`src/rtl/burst_pkg.sv`:
```
package burst_pkg;
  // Burst length code values
  localparam logic [2:0] LEN_1    = 3'd0;
  localparam logic [2:0] LEN_2    = 3'd1;
  localparam logic [2:0] LEN_4    = 3'd2;
  localparam logic [2:0] LEN_8    = 3'd3;
  localparam logic [2:0] LEN_PAGE = 3'd7;

  // Widest fixed burst is 8 beats -> 3 offset bits
  localparam int unsigned GRP_W = 3;

  typedef struct packed {
    logic             page;     // full-page burst
    logic             ilv;      // interleaved order
    logic [GRP_W-1:0] grp_mask; // length-1 for fixed bursts
  } burst_cfg_t;
endpackage

```
`src/rtl/burst_len_decode.sv`:
```
module burst_len_decode
  import burst_pkg::*;
(
  input  logic [2:0]  len_code,
  input  logic        order_ilv,
  output burst_cfg_t  cfg
);
  always_comb begin
    cfg.page     = 1'b0;
    cfg.ilv      = order_ilv;
    cfg.grp_mask = '0;
    unique case (len_code)
      LEN_2:    cfg.grp_mask = 3'b001;
      LEN_4:    cfg.grp_mask = 3'b011;
      LEN_8:    cfg.grp_mask = 3'b111;
      LEN_PAGE: begin
        cfg.page = 1'b1;
        cfg.ilv  = 1'b0;
      end
      default:  cfg.grp_mask = 3'b000; // 1 beat, also reserved codes
    endcase
  end
endmodule

```
`src/rtl/burst_beat_ctr.sv`:
```
module burst_beat_ctr
  import burst_pkg::*;
#(
  parameter int unsigned COL_W = 10
) (
  input  logic             clk,
  input  logic             rst_n,
  input  logic             cke,
  input  logic             load,
  input  logic             term,
  input  burst_cfg_t       cfg_q,
  output logic [COL_W-1:0] beat,
  output logic             valid,
  output logic             last,
  output logic             done
);
  localparam int unsigned PAD_W = COL_W - GRP_W;

  logic [COL_W-1:0] beat_d;
  logic             valid_d;
  logic             done_d;

  assign last = valid && !cfg_q.page && (beat == {{PAD_W{1'b0}}, cfg_q.grp_mask});

  always_comb begin
    beat_d  = beat;
    valid_d = valid;
    done_d  = 1'b0;
    if (load) begin
      beat_d  = '0;
      valid_d = 1'b1;
    end else if (valid && (term || last)) begin
      valid_d = 1'b0;
      done_d  = 1'b1;
    end else if (valid) begin
      beat_d  = beat + 1'b1;
    end
  end

  always_ff @(posedge clk or negedge rst_n) begin
    if (!rst_n) begin
      beat  <= '0;
      valid <= 1'b0;
      done  <= 1'b0;
    end else if (cke) begin
      beat  <= beat_d;
      valid <= valid_d;
      done  <= done_d;
    end
  end
endmodule

```
`src/rtl/burst_addr_calc.sv`:
```
module burst_addr_calc
  import burst_pkg::*;
#(
  parameter int unsigned COL_W = 10
) (
  input  logic [COL_W-1:0] start_q,
  input  logic [COL_W-1:0] beat,
  input  burst_cfg_t       cfg_q,
  output logic [COL_W-1:0] col
);
  localparam int unsigned PAD_W = COL_W - GRP_W;

  logic [GRP_W-1:0] off_seq;
  logic [GRP_W-1:0] off_ilv;
  logic [GRP_W-1:0] off_sel;
  logic [COL_W-1:0] mask_ext;
  logic [COL_W-1:0] fixed_col;

  always_comb begin
    off_seq   = start_q[GRP_W-1:0] + beat[GRP_W-1:0];
    off_ilv   = start_q[GRP_W-1:0] ^ beat[GRP_W-1:0];
    off_sel   = cfg_q.ilv ? off_ilv : off_seq;
    mask_ext  = {{PAD_W{1'b0}}, cfg_q.grp_mask};
    fixed_col = (start_q & ~mask_ext) | ({{PAD_W{1'b0}}, off_sel} & mask_ext);
    col       = cfg_q.page ? (start_q + beat) : fixed_col;
  end
endmodule

```
`src/rtl/burst_col_gen.sv`:
```
module burst_col_gen
  import burst_pkg::*;
#(
  parameter int unsigned COL_W = 10
) (
  input  logic             clk,
  input  logic             rst_n,
  input  logic             cke,
  input  logic             load,
  input  logic             term,
  input  logic [COL_W-1:0] start_col,
  input  logic [2:0]       len_code,
  input  logic             order_ilv,
  output logic [COL_W-1:0] col,
  output logic             valid,
  output logic             last,
  output logic             done
);
  burst_cfg_t       cfg_d;
  burst_cfg_t       cfg_q;
  logic [COL_W-1:0] start_q;
  logic [COL_W-1:0] beat;
  logic [COL_W-1:0] col_raw;

  burst_len_decode u_dec (
    .len_code  (len_code),
    .order_ilv (order_ilv),
    .cfg       (cfg_d)
  );

  always_ff @(posedge clk or negedge rst_n) begin
    if (!rst_n) begin
      start_q <= '0;
      cfg_q   <= '0;
    end else if (cke && load) begin
      start_q <= start_col;
      cfg_q   <= cfg_d;
    end
  end

  burst_beat_ctr #(.COL_W(COL_W)) u_ctr (
    .clk   (clk),
    .rst_n (rst_n),
    .cke   (cke),
    .load  (load),
    .term  (term),
    .cfg_q (cfg_q),
    .beat  (beat),
    .valid (valid),
    .last  (last),
    .done  (done)
  );

  burst_addr_calc #(.COL_W(COL_W)) u_addr (
    .start_q (start_q),
    .beat    (beat),
    .cfg_q   (cfg_q),
    .col     (col_raw)
  );

  assign col = col_raw;
endmodule

```
`config.mk`:
```
export PLATFORM = sky130hd
export DESIGN_NAME = burst_col_gen
export DESIGN_NICKNAME = d
export VERILOG_FILES = /design/src/rtl/burst_pkg.sv /design/src/rtl/burst_len_decode.sv /design/src/rtl/burst_beat_ctr.sv /design/src/rtl/burst_addr_calc.sv /design/src/rtl/burst_col_gen.sv
export SDC_FILE = /design/constraint.sdc
export NUM_CORES = 1
export LEC_CHECK = 0
export ABC_AREA = 1
export BUFFER_PORTS_ARGS = -buffer_cell sky130_fd_sc_hd__buf_4
export CORE_MARGIN = 3
export CORE_UTILIZATION = 55
export DETAILED_ROUTE_END_ITERATION = 7
export PLACE_DENSITY = 0.89
export SETUP_SLACK_MARGIN = 0.1
export SLEW_MARGIN = 20
export SYNTH_ARGS = -nofsm -noshare
export SYNTH_HDL_FRONTEND = slang
export SYNTH_HIERARCHICAL = 1
export SYNTH_SLANG_ARGS = --single-unit
```
`constraint.sdc`:
```
create_clock -name clk -period 4.7 [get_ports clk]
set_clock_uncertainty 0.2 [all_clocks]
set_input_delay 0.94 -clock clk [delete_from_list [all_inputs] [get_ports clk]]
set_output_delay 0.94 -clock clk [all_outputs]
set_load 0.01 [all_outputs]
```
### Yosys cells after proc, flatten, opt, wreduce, memory -nomap -nowiden

Index checks and enable logic that the tools add are counted.

| cells by class | value |
|---|---|
| add/subtract/negate cells | 3 |
| equal/unequal tests | 6 |
| multiplexer cells | 11 |
| bitwise operators | 5 |
| reductions and logical operators | 10 |

Operators by type and width:

| operator | number |
|---|---|
| 2-to-1 mux 10 bit | 4 |
| adder 10 x 1 -> 10 bit, second input constant | 1 |
| adder 10 bit | 1 |
| AND 10 bit | 1 |
| equality test 10 x 3 -> 1 bit | 1 |
| inverter 3 -> 10 bit | 1 |
| bitwise OR 10 bit | 1 |
| one-hot mux 3 bit (3 select lines) | 1 |
| equality test 3 x 2 -> 1 bit, second input constant | 2 |
| logical AND 1 bit | 4 |
| 2-to-1 mux 1 bit | 4 |
| nonzero test 2 bit | 2 |
| adder 3 bit | 1 |
| AND 3 bit | 1 |
| equality test 3 x 1 -> 1 bit, second input constant | 1 |
| equality test 3 bit, second input constant | 1 |
| 2-to-1 mux 3 bit | 1 |
| AND reduction 3 bit | 1 |
| XOR 3 bit | 1 |
| 2-to-1 mux 2 bit | 1 |
| != test 2 bit, second input constant | 1 |
| AND reduction 2 bit | 1 |
| logical NOT 1 bit | 1 |
| logical OR 1 bit | 1 |

| word-level totals | value |
|---|---|
| flip-flop bits (word level) | 27 |
| bits of input ports | 19 |
| logic and storage cells | 42 |

### Logic depth before layout (Yosys ltp)

Gate-level depths: netlist of the first run.

| depth | value |
|---|---|
| depth in word-level cells | 7 |
| mapped depth | 10 |

### Cells and area by module

The synthesis of the first run kept the hierarchy.

Modules (own cells, without submodules):

| module | instances | cells an instance | area each (um2) |
|---|---|---|---|
| burst_beat_ctr | 1 | 133 | 852.1 |
| burst_col_gen | 1 | 66 | 654.4 |
| burst_addr_calc | 1 | 108 | 604.3 |
| burst_len_decode | 1 | 11 | 42.5 |

### Worst setup path after synthesis of the first run

No wires, ideal clock.

| timing path | value |
|---|---|
| path type | register to output |
| start point | reg u_ctr.beat[0] |
| end point | out col[4] |
| data arrival time | 1.565 ns |
| required time | 3.560 ns |
| setup slack | 1.995 ns |
| stages on the path, launching flop included | 7 |
| path buffers | 0 |
| cells stage by stage | dfrtp_1 -> ha_1 -> fa_1 -> nand3_1 -> nand2_2 -> xor2_1 -> o21ai_1 |

| between the ends | value |
|---|---|
| word-level cells in the longest chain between the ends | 2 |

Ends and longest elaborated chain:

| what | line | source |
|---|---|---|
| start: declaration | burst_beat_ctr.sv:12 | `output logic [COL_W-1:0] beat,` |
| start signal: assignment | burst_beat_ctr.sv:46 | `beat <= beat_d;` |
| adder 10 bit | burst_addr_calc.sv:25 | `col = cfg_q.page ? (start_q + beat) : fixed_col;` |
| 2-to-1 mux 10 bit | burst_addr_calc.sv:25 |  |
| end: declaration | burst_col_gen.sv:14 | `output logic [COL_W-1:0] col,` |

No other way between the ends.

### Worst setup path in the final report of the first run

| timing path | value |
|---|---|
| start point | reg u_ctr.beat[0] |
| end point | out col[6] |

The elaborated chain is that of the path after synthesis.

==> results of run 1 <==
-- worst max-delay path, cell delays in order (launching register included) --
cell,delay [ps]
dfrtp_1,470
ha_1,260
fa_1,420
nand3_1,120
nand2_2,90
nand3_1,110
nand2_1,60
nand2_1,60
nand3_1,60
nand2_1,70
buf_4,110
-- state kept, by name, summed over array words and instances (netlist names) --
name,flops
cfg_q,5
start_q,10
u_ctr/beat,10
u_ctr/done,1
u_ctr/valid,1
-- layer usage --
metal | vias up | wire length [um]
met5 | - | 0
met4 | 0 | 57
met3 | 9 | 226
met2 | 53 | 2339
met1 | 946 | 2148
li1 | 1071 | -
-- through the flow --
stage                     power, mW    util  hold slack, ps  worst slack [ps]
after floorplan              0.4713       -           262.9              1995
after global placement       0.5474  0.6357           284.7              1840
after detailed placement     0.5580  0.6357           291.5              1791
after CTS                    0.6912  0.6481           313.4              1476
after global routing         0.7452  0.6481           340.8              1322
final                        0.6906  0.6481           308.0              1460
-- logic make-up after synthesis --
| logic type | count (synthesis) | synth area share |
|---|---|---|
| AO/OA/AOI/OAI | 19 | 0.05229 |
| XOR/XNOR | 7 | 0.02847 |
| adder cells (fa/ha/maj) | 11 | 0.06740 |
| buffers and inverters | 42 | 0.09645 |
| flip-flops | 27 | 0.3138 |
| multiplexers | 1 | 0.005229 |
| AND/OR/NAND/NOR | 211 | 0.4364 |
-- final timing paths --
path	start	end	slack, ps	cells past startpoint
hold reg to reg	cfg_q[0]$_DFFE_PN0P_	cfg_q[0]$_DFFE_PN0P_	310	2
max in group asynchronous	rst_n	u_ctr/beat[9]$_DFFE_PN0P_	3680	1
setup reg to reg	cfg_q[4]$_DFFE_PN0P_	u_ctr/beat[0]$_DFFE_PN0P_	2820	8
setup / recovery	u_ctr/beat[0]$_DFFE_PN0P_	col[6]	1460	10
hold / removal	cfg_q[0]$_DFFE_PN0P_	cfg_q[0]$_DFFE_PN0P_	310	2
min in group asynchronous	rst_n	u_ctr/beat[3]$_DFFE_PN0P_	360	1
-- power by group --
part	switching [mW]	internal, mW	total, mW	leakage (nW)
registers	0.0383	0.258	0.297	0.349
logic	0.146	0.112	0.259	0.957
clock network	0.0757	0.0595	0.135	0.0255
-- cell usage in the layout (no fill, tap or decap), drive strengths merged --
cell	n
ha	10
o21a	1
o211ai	2
nor3b	2
a22oi	2
nand2	123
fa	1
o21ai	5
xnor2	4
mux2	1
nand3b	2
nor3	2
a21oi	8
inv	32
buf	31
nand4	4
nor4	1
nor2	33
clkbuf	3
nand3	43
a31oi	1
xor2	3
or2	1
dfrtp	27
clkinv	2
-- final cells by class --
class	count	share of cell area
clock buffer	3	0.01714
clock inverter	1	0.002078
inverter	33	0.05143
multi-input combinational	249	0.5273
sequential	27	0.2805
tap	48	0.02494
timing repair buffer	31	0.09662
==> impl_metrics.toml, run 1 <==
[placement]
placed_area_mm2 = 0.002362
io_buffers = 31
dp.final_hpwl_um = 3563
place_inst = 388
gp_congestion = 0.9132

[yosys]
post-synth-top-area-cell = "dfrtp_1"
synthTopCellsByArea = "dfrtp_1 31%, nand2_1 20%, nand3_1 9.3%, ha_1 5.8%, inv_1 5.2%"
yosysMostFrequentCell = "nand2_1"
synth_area_mm2 = 0.002153
syn_avg_cell_area_um2 = 6.771
ys_ff_latch = 27
syn_inst = 318
ys_types = 35
yosys-top-cells-count = "113 x nand2_1, 40 x nand3_1, 30 x inv_1, 30 x nor2_1, 27 x dfrtp_1"
synth.yosys.seq_area_share = 0.3138
synthesis.nets = 348
ys.flop_type = "dfrtp_1"
synth_top_area_share = 0.3138
ys_warn_count = 6
synth_edf_count = 0
synth_async_sr_flop_share = 1.000

[sta]
clock.fmax_mhz = 308.6
final.min_clock_period_ps = 3240
worst_pin_slew_ps = 466.3
maxSlewViolCount = 0
setup_viol = 0
rsz0062_at_grt = "no"
maxSlewHeadroom = 0.6891
final_hold_viol_count = 0
finalCritPeriodShare = 0.6894
finalSetupTns_ps = 0

[floorplanning]
die_area_mm2 = 0.004702
die_w_um = 68.57
core_area_mm2 = 0.003716
rows = 22
ioPinCount = 32
die_y_um = 68.57
start_util = 0.5795

[cts]
ctsRootBufferMaster = "clkbuf_8"
clk_latency_ps = 280
cts_resized = 0
clk_transition_reported_paths_ps = 100
cts_setup_buffers = 0
cts_tree = "built"
cts_buffers = 3
htree_levels = 1
clk_path_buf_depth = 2
clock_sinks = 27
ctsHoldBuffers = 0

[routing]
vias_per_cell = 5.304
finalWirelength_um = 4772
antenna_left = 0
via_count = 2079
drt-initial-drc-count = 177
drc = 0
wl_per_cell_um = 12.17
dr.pass1.iters = 4

[critical_path]
critical_path_class = "flip-flop to output port"
critPathCaptureType = "output port"
cp_data_required_time_ps = 3560
crit_arrival_ps = 2100
cp-start-kind = "flip-flop"
crit_fanout = 8

[power]
peakVddDrop_uv = 275.1
p_leak_nw = 1.332
powerDensity_mw_per_mm2 = 286.7

[grt]
busiest_layer = "met2"
grt_use_met2 = 0.4136
antenna_found_initial = 0
grt_usage = 0.2325
grt_pass1_vias = 1927
overflow = 0
grt_use_met3 = 0.04538
use_met1 = 0.2835
grt_max_degree = 28
grt_pass1_wl_um = 8383

[status]
status = "finished, final reports clean"

[finish]
n_fill_cell = 343
instances_no_fill = 392
multiInputGateArea_mm2 = 0.001270
seq_area_um2 = 675.6
final_cell_area_mm2 = 0.002409
num_antenna_cells = 0
final_nets = 375
drive_above_1_share = 0.1628
syn_to_final_growth_pct = 11.85

[run]
drv_cap = 0

[hold_path]
hp-class = "flip-flop to flip-flop"
No activity file was read; power rests on OpenSTA's default activity.
==> run 2: changes to the inputs <==
--- a/config.mk
+++ b/config.mk
@@ -5,12 +5,12 @@
 export SDC_FILE = /design/constraint.sdc
 export NUM_CORES = 1
 export LEC_CHECK = 0
-export ABC_AREA = 1
+export ABC_AREA = 0
 export BUFFER_PORTS_ARGS = -buffer_cell sky130_fd_sc_hd__buf_4
 export CORE_MARGIN = 3
 export CORE_UTILIZATION = 55
 export DETAILED_ROUTE_END_ITERATION = 7
-export PLACE_DENSITY = 0.89
+export PLACE_DENSITY = 0.9
 export SETUP_SLACK_MARGIN = 0.1
 export SLEW_MARGIN = 20
 export SYNTH_ARGS = -nofsm -noshare
==> constraint.sdc (replaced) <==
create_clock -name clk -period 3.3 [get_ports clk]
set_clock_uncertainty 0.2 [all_clocks]
set_input_delay 0.66 -clock clk [delete_from_list [all_inputs] [get_ports clk]]
set_output_delay 0.66 -clock clk [all_outputs]
set_load 0.01 [all_outputs]
==> run 2 against run 1 <==
Compared with the run above: non-clock buffer count increased by 16; routed wire length decreased by 6.5%; utilization increased by 10 points; setup slack got worse by 1400 ps; synthesized cell count decreased by 41%; combinational power increased by 120%; highest routed layer unchanged.
==> impl_metrics.toml, run 2 <==
[finish]
n_fill_cell = 243
final_common_cell = "buf_4"
final_cell_mix = "46 x buf_4, 25 x dfrtp_1, 14 x xnor2_1"
reg.largest.list = "start_q: 10 flops, u_ctr/beat: 10 flops, cfg_q: 5 flops"
syn_to_final_growth_pct = 22.99
final_cell_area_mm2 = 0.002396
num_antenna_cells = 0
final_nets = 265
multiInputGateArea_mm2 = 0.001231
seq_area_um2 = 678.2
fin_util = 0.7480
drive_above_1_share = 0.3974

[grt]
grt_pass1_vias = 1539
grt_max_degree = 28
grt_pass1_wl_um = 7327
grt_usage = 0.2161
overflow = 0
antenna_found_initial = 0

[routing]
drc = 0
antenna_left = 0
finalWirelength_um = 4460
vias_per_cell = 5.748
drt-initial-drc-count = 67
via_count = 1598
wl_per_cell_um = 16.04
dr.pass1.iters = 4

[cts]
ctsRootBufferMaster = "clkbuf_4"
cts_buffers = 3
htree_levels = 1
cts_tree = "built"
clk_transition_reported_paths_ps = 150
clk_path_buf_depth = 2
ctsHoldBuffers = 0
clk_latency_ps = 320
clock_sinks = 27

[floorplanning]
die_y_um = 65.52
ioPinCount = 32
die_w_um = 65.52
die_area_mm2 = 0.004292
rows = 20
start_util = 0.6082
core_area_mm2 = 0.003203

[run]
drv_cap = 0

[sta]
finalSetupTns_ps = 0
worst_pin_slew_ps = 632.0
clock.fmax_mhz = 308.4
rsz0062_at_grt = "yes"
hold_ws_ps = 17.12
maxSlewHeadroom = 0.5787
maxSlewViolCount = 0
final.min_clock_period_ps = 3243
finalCritPeriodShare = 0.9827
setup_viol = 0
final_hold_viol_count = 0

[yosys]
synthTopCellsByArea = "dfrtp_1 35%, mux2_4 7.7%, ha_1 6.4%, mux2_2 6.4%, xnor2_1 6.3%"
synth_async_sr_flop_share = 1.000
synth.yosys.seq_area_share = 0.3468
yosysMostFrequentCell = "dfrtp_1"
ys_types = 50
ys_warn_count = 6
ys_ff_latch = 27
post-synth-top-area-cell = "dfrtp_1"
synth_top_area_share = 0.3468
syn_avg_cell_area_um2 = 10.36
ys.flop_type = "dfrtp_1"
syn_inst = 188
synth_area_mm2 = 0.001948
synthesis.nets = 218
yosys-top-cells-count = "27 x dfrtp_1, 14 x xnor2_1, 13 x inv_1, 13 x nor2_1, 11 x mux2_2"
synth_edf_count = 0

[critical_path]
crit_path_max_incr_delay_ps = 450
critical_path_class = "flip-flop to output port"
crit_fanout = 3
cp_data_required_time_ps = 2440
cp_cell_sequence = "ha_1 > a21oi_2 > nand4b_1 > a21boi_2 > o21a_1 > or3_1 > a31o_1 > buf_4"
crit_arrival_ps = 2380
critical_path.slowest_cell = "dfrtp_1"
cp-start-kind = "flip-flop"
critPathCaptureType = "output port"

[status]
status = "finished, final reports clean"

[placement]
gp_congestion = 0.8461
placed_area_mm2 = 0.002221
dp.final_hpwl_um = 2937
io_buffers = 31

[power]
peakVddDrop_uv = 279.6
p_leak_nw = 1.091
powerDensity_mw_per_mm2 = 485.8

[hold_path]
hp-class = "primary input to async pin"
-- run 2: cell types whose count changed in the layout (fill, tap and decap cells not counted), sizes merged, moves of 9 or more --
| cell | delta |
|---|---|
| buf | +16 |
| inv | -19 |
| mux2 | +20 |
| nand2 | -114 |
| nand3 | -38 |
| nor2 | -20 |
| o22ai | +9 |
| xnor2 | +10 |
-- run 2: area by class of cell --
class,count,area share
clock buffer,4,0.01097
multi-input combinational,143,0.5138
tap,44,0.02298
inverter,13,0.02037
sequential,27,0.2830
timing repair buffer,47,0.1488
-- run 2: stage by stage --
stage	power, mW	cells	setup slack [ps]
after floorplan	0.7870	188	373.0
after global placement	0.9301	260	210.2
after detailed placement	0.9424	260	159.2
after CTS	1.113	268	37.77
after global routing	1.241	278	-73.53
final	1.164	278	57.10
-- run 2: kinds of logic after synthesis --
logic type / count (synthesis) / synth area share
AO/OA/AOI/OAI: 42 / 0.1522
XOR/XNOR: 15 / 0.06744
adder cells (fa/ha/maj): 11 / 0.07450
buffers and inverters: 18 / 0.04046
flip-flops: 27 / 0.3468
multiplexers: 22 / 0.1458
AND/OR/NAND/NOR: 53 / 0.1728
-- run 2: path summary, 6_finish.rpt --
kind                                            from  slack [ps]                        end  depth (start not counted)
max in group asynchronous                      rst_n        2610  u_ctr/beat[2]$_DFFE_PN0P_                          1
min in group clk              u_ctr/done$_DFFE_PN0P_         340     u_ctr/done$_DFFE_PN0P_                          2
max reg2reg                     cfg_q[4]$_DFFE_PN0P_        1420  u_ctr/beat[1]$_DFFE_PN0P_                          5
max                        u_ctr/beat[1]$_DFFE_PN0P_          60                     col[7]                          8
min                                            rst_n          20  u_ctr/beat[5]$_DFFE_PN0P_                          1
min reg2reg                   u_ctr/done$_DFFE_PN0P_         340     u_ctr/done$_DFFE_PN0P_                          2
-- run 2: report_power, final --
part | internal [mW] | switching (mW)
clock | 0.0473 | 0.0957
combinational | 0.310 | 0.264
sequential | 0.381 | 0.0655
total | 0.739 | 0.425
-- run 2: repair_timing --
item / CTS / global route
gates cloned: 0 / 0
pin swaps: 6 / 0
buffers inserted: 4 / 10
resized for setup: 5 / 6
endpoints found under the setup margin: 5 / 5
-- run 2: routing by layer --
layer / vias up / wire length, um / global-route usage
li1: 776 / - / -
met1: 770 / 1884 / 0.2896
met2: 46 / 2339 / 0.3704
met3: 6 / 174 / 0.02051
met4: 0 / 61 / 0.06218
met5: - / 0 / 0
-- run 2: worst max-delay path, delay by kind of cell (launching register included) --
kind / cells / cell delay [ps]
compound gates: 4 / 650
fa+ha+maj: 1 / 340
buf+inv: 1 / 140
flops: 1 / 450
simple gates: 2 / 480
==> run 3: changes to the inputs <==
==> constraint.sdc (replaced) <==
create_clock -name clk -period 3.15 [get_ports clk]
set_clock_uncertainty 0.2 [all_clocks]
set_input_delay 0.63 -clock clk [delete_from_list [all_inputs] [get_ports clk]]
set_output_delay 0.63 -clock clk [all_outputs]
set_load 0.01 [all_outputs]
==> run 3 against run 2 <==
Compared with the run above: the flow now finishes with violations (setup timing); setup slack got worse by 160 ps; register-to-register slack got worse by 310 ps; die area did not move; final area rose by 3.4%; combinational power rose by 16%; cell count rose by 0.72%; critical path depth rose by 1; critical endpoint is now col[8]; clock-buffer cell count did not move; sequential cell count did not move; routed wire length rose by 10%.
==> impl_metrics.toml, run 3 (synthesis gave the netlist of run 2 again) <==
[grt]
overflow = 0
grt_pass1_wl_um = 7665
grt_pass1_vias = 1553
antenna_found_initial = 0
grt_max_degree = 28
grt_usage = 0.2305

[routing]
antenna_left = 0
finalWirelength_um = 4915
drt-initial-drc-count = 126
vias_per_cell = 5.957
dr.pass1.iters = 4
wl_per_cell_um = 17.55
via_count = 1668
drc = 0

[sta]
maxSlewHeadroom = 0.5443
maxSlewViolCount = 0
rsz0062_at_grt = "yes"
finalCritPeriodShare = 1.034
hold_ws_ps = 309.0
clock.fmax_mhz = 307.0
final_hold_viol_count = 0
final.min_clock_period_ps = 3257
fin_ws_ps = -106.9
worst_pin_slew_ps = 683.5
setup_viol = 4

[finish]
drive_above_1_share = 0.4280
final_cell_mix = "43 x buf_4, 23 x dfrtp_1, 14 x mux2_4, 14 x xnor2_1, 13 x inv_1"
reg.largest.list = "start_q: 10 flops, u_ctr/beat: 10 flops, cfg_q: 5 flops"
final_cell_area_mm2 = 0.002477
final_nets = 267
n_fill_cell = 213
syn_to_final_growth_pct = 27.17
num_antenna_cells = 0
final_common_cell = "buf_4"

[power]
swShare = 0.3749
powerDensity_mw_per_mm2 = 521.3
p_leak_nw = 1.110
p_int_mw = 0.8073
netSwitchingPower_mw = 0.4841
p_seq_frac = 0.366
peakVddDrop_uv = 327.1
p_clk_frac = 0.120
comb_power_share = 0.515

[cts]
ctsRootBufferMaster = "clkbuf_4"
clk_path_buf_depth = 2
clock_sinks = 27
cts_buffers = 3
cts_tree = "built"
htree_levels = 1
clk_latency_ps = 330
clk_transition_reported_paths_ps = 140

[critical_path]
critPathCaptureType = "output port"
critical_path.slowest_cell = "dfrtp_1"
critical_path_class = "flip-flop to output port"
crit_fanout = 3
crit_arrival_ps = 2430
cp_data_required_time_ps = 2320
cp_cell_sequence = "ha_2 > fa_2 > a21o_1 > a21oi_2 > o21ai_1 > a31oi_1 > xnor2_1 > mux2_4 > buf_6"
crit_path_max_incr_delay_ps = 420
cp-start-kind = "flip-flop"

[placement]
dpl_worst_slack_ps = 55.07
io_buffers = 31
placed_area_mm2 = 0.002228
gp_congestion = 0.8387
dp.final_hpwl_um = 2939

[floorplanning]
rows = 20
core_area_mm2 = 0.003203
die_area_mm2 = 0.004292
start_util = 0.6082
ioPinCount = 32
die_w_um = 65.52
die_y_um = 65.52

[status]
status = "finished, violations left"
violations = "setup timing"

[hold_path]
hp-class = "primary input to flip-flop"

[run]
drv_cap = 0
run 3: cell count changes in the layout (fill, tap and decap cells not counted), moves of 2 or more:
cell	before	now
dfrtp_1	25	23
ha_1	8	5
ha_2	1	3
dfrtp_2	2	4
mux2_2	10	7
buf_4	46	43
mux2_4	11	14
nor2_1	13	11
buf_6	1	5
run 3: worst paths after layout:
kind / startpoint / endpoint / slack (ps) / depth (start not counted)
worst max-delay path: start_q[0]$_DFFE_PN0P_ / col[8] / -110 / 9
worst min-delay path: start_col[1] / start_q[1]$_DFFE_PN0P_ / 310 / 2
worst max register to register: u_ctr/beat[3]$_DFFE_PN0P_ / u_ctr/beat[1]$_DFFE_PN0P_ / 1110 / 7
worst min register to register: u_ctr/done$_DFFE_PN0P_ / u_ctr/done$_DFFE_PN0P_ / 350 / 2
max in group asynchronous: rst_n / u_ctr/beat[4]$_DFFE_PN0P_ / 1940 / 2
min in group asynchronous: rst_n / start_q[6]$_DFFE_PN0P_ / 520 / 2
run 3: cell type report:
cell class	count	area (um^2)	share of cell area
multi-input cells	143	1277	0.5157
flip-flops and latches	27	680.7	0.2747
repair buffers	49	389.1	0.1571
well taps	44	55.05	0.02222
inverters	13	48.80	0.01970
clock buffers	4	26.28	0.01061
run 3: power groups by stage:
stage          Sequential, mW  Combinational (mW)  Clock [mW]
3_5_place_dp            0.474               0.519           0
4_1_cts                 0.470               0.585       0.159
6_report                0.472               0.665       0.154
3_3_place_gp            0.472               0.505           0
2_1_floorplan           0.462               0.362           0
5_1_grt                 0.482               0.709       0.174
run 3: worst max-delay path, delay by kind of cell, from the launching register on:
family	cells	cell delay, ps
adders and majority gates	2	570
xor gates and xnor gates	1	80
AOI/OAI and AO/OA	4	630
DFF	1	420
buffers and inverters	1	120
muxes	1	260
run 3: timing repair:
item                       CTS  global route
hold buffers                 1             0
setup endpoints to repair    5             6
pin swaps                   11            10
hold endpoints to repair    27             0
gates resized for setup     16            11
setup buffers                9             7
run 3: metrics by stage:
stage               power, mW  setup TNS [ps]    util  cells
finish                  1.291          -329.2  0.7734    280
global route            1.365          -742.7  0.7734    280
CTS                     1.214          -248.4  0.7488    275
detailed placement     0.9933               0  0.6957    261
global placement       0.9768               0  0.6957    261
floorplan              0.8245               0       -    188
run 3: layer usage:
metal,GRT usage,share of wire
met4,0.03627,0.024
met2,0.3906,0.51
met5,0,0
met3,0.04274,0.046
met1,0.3119,0.42
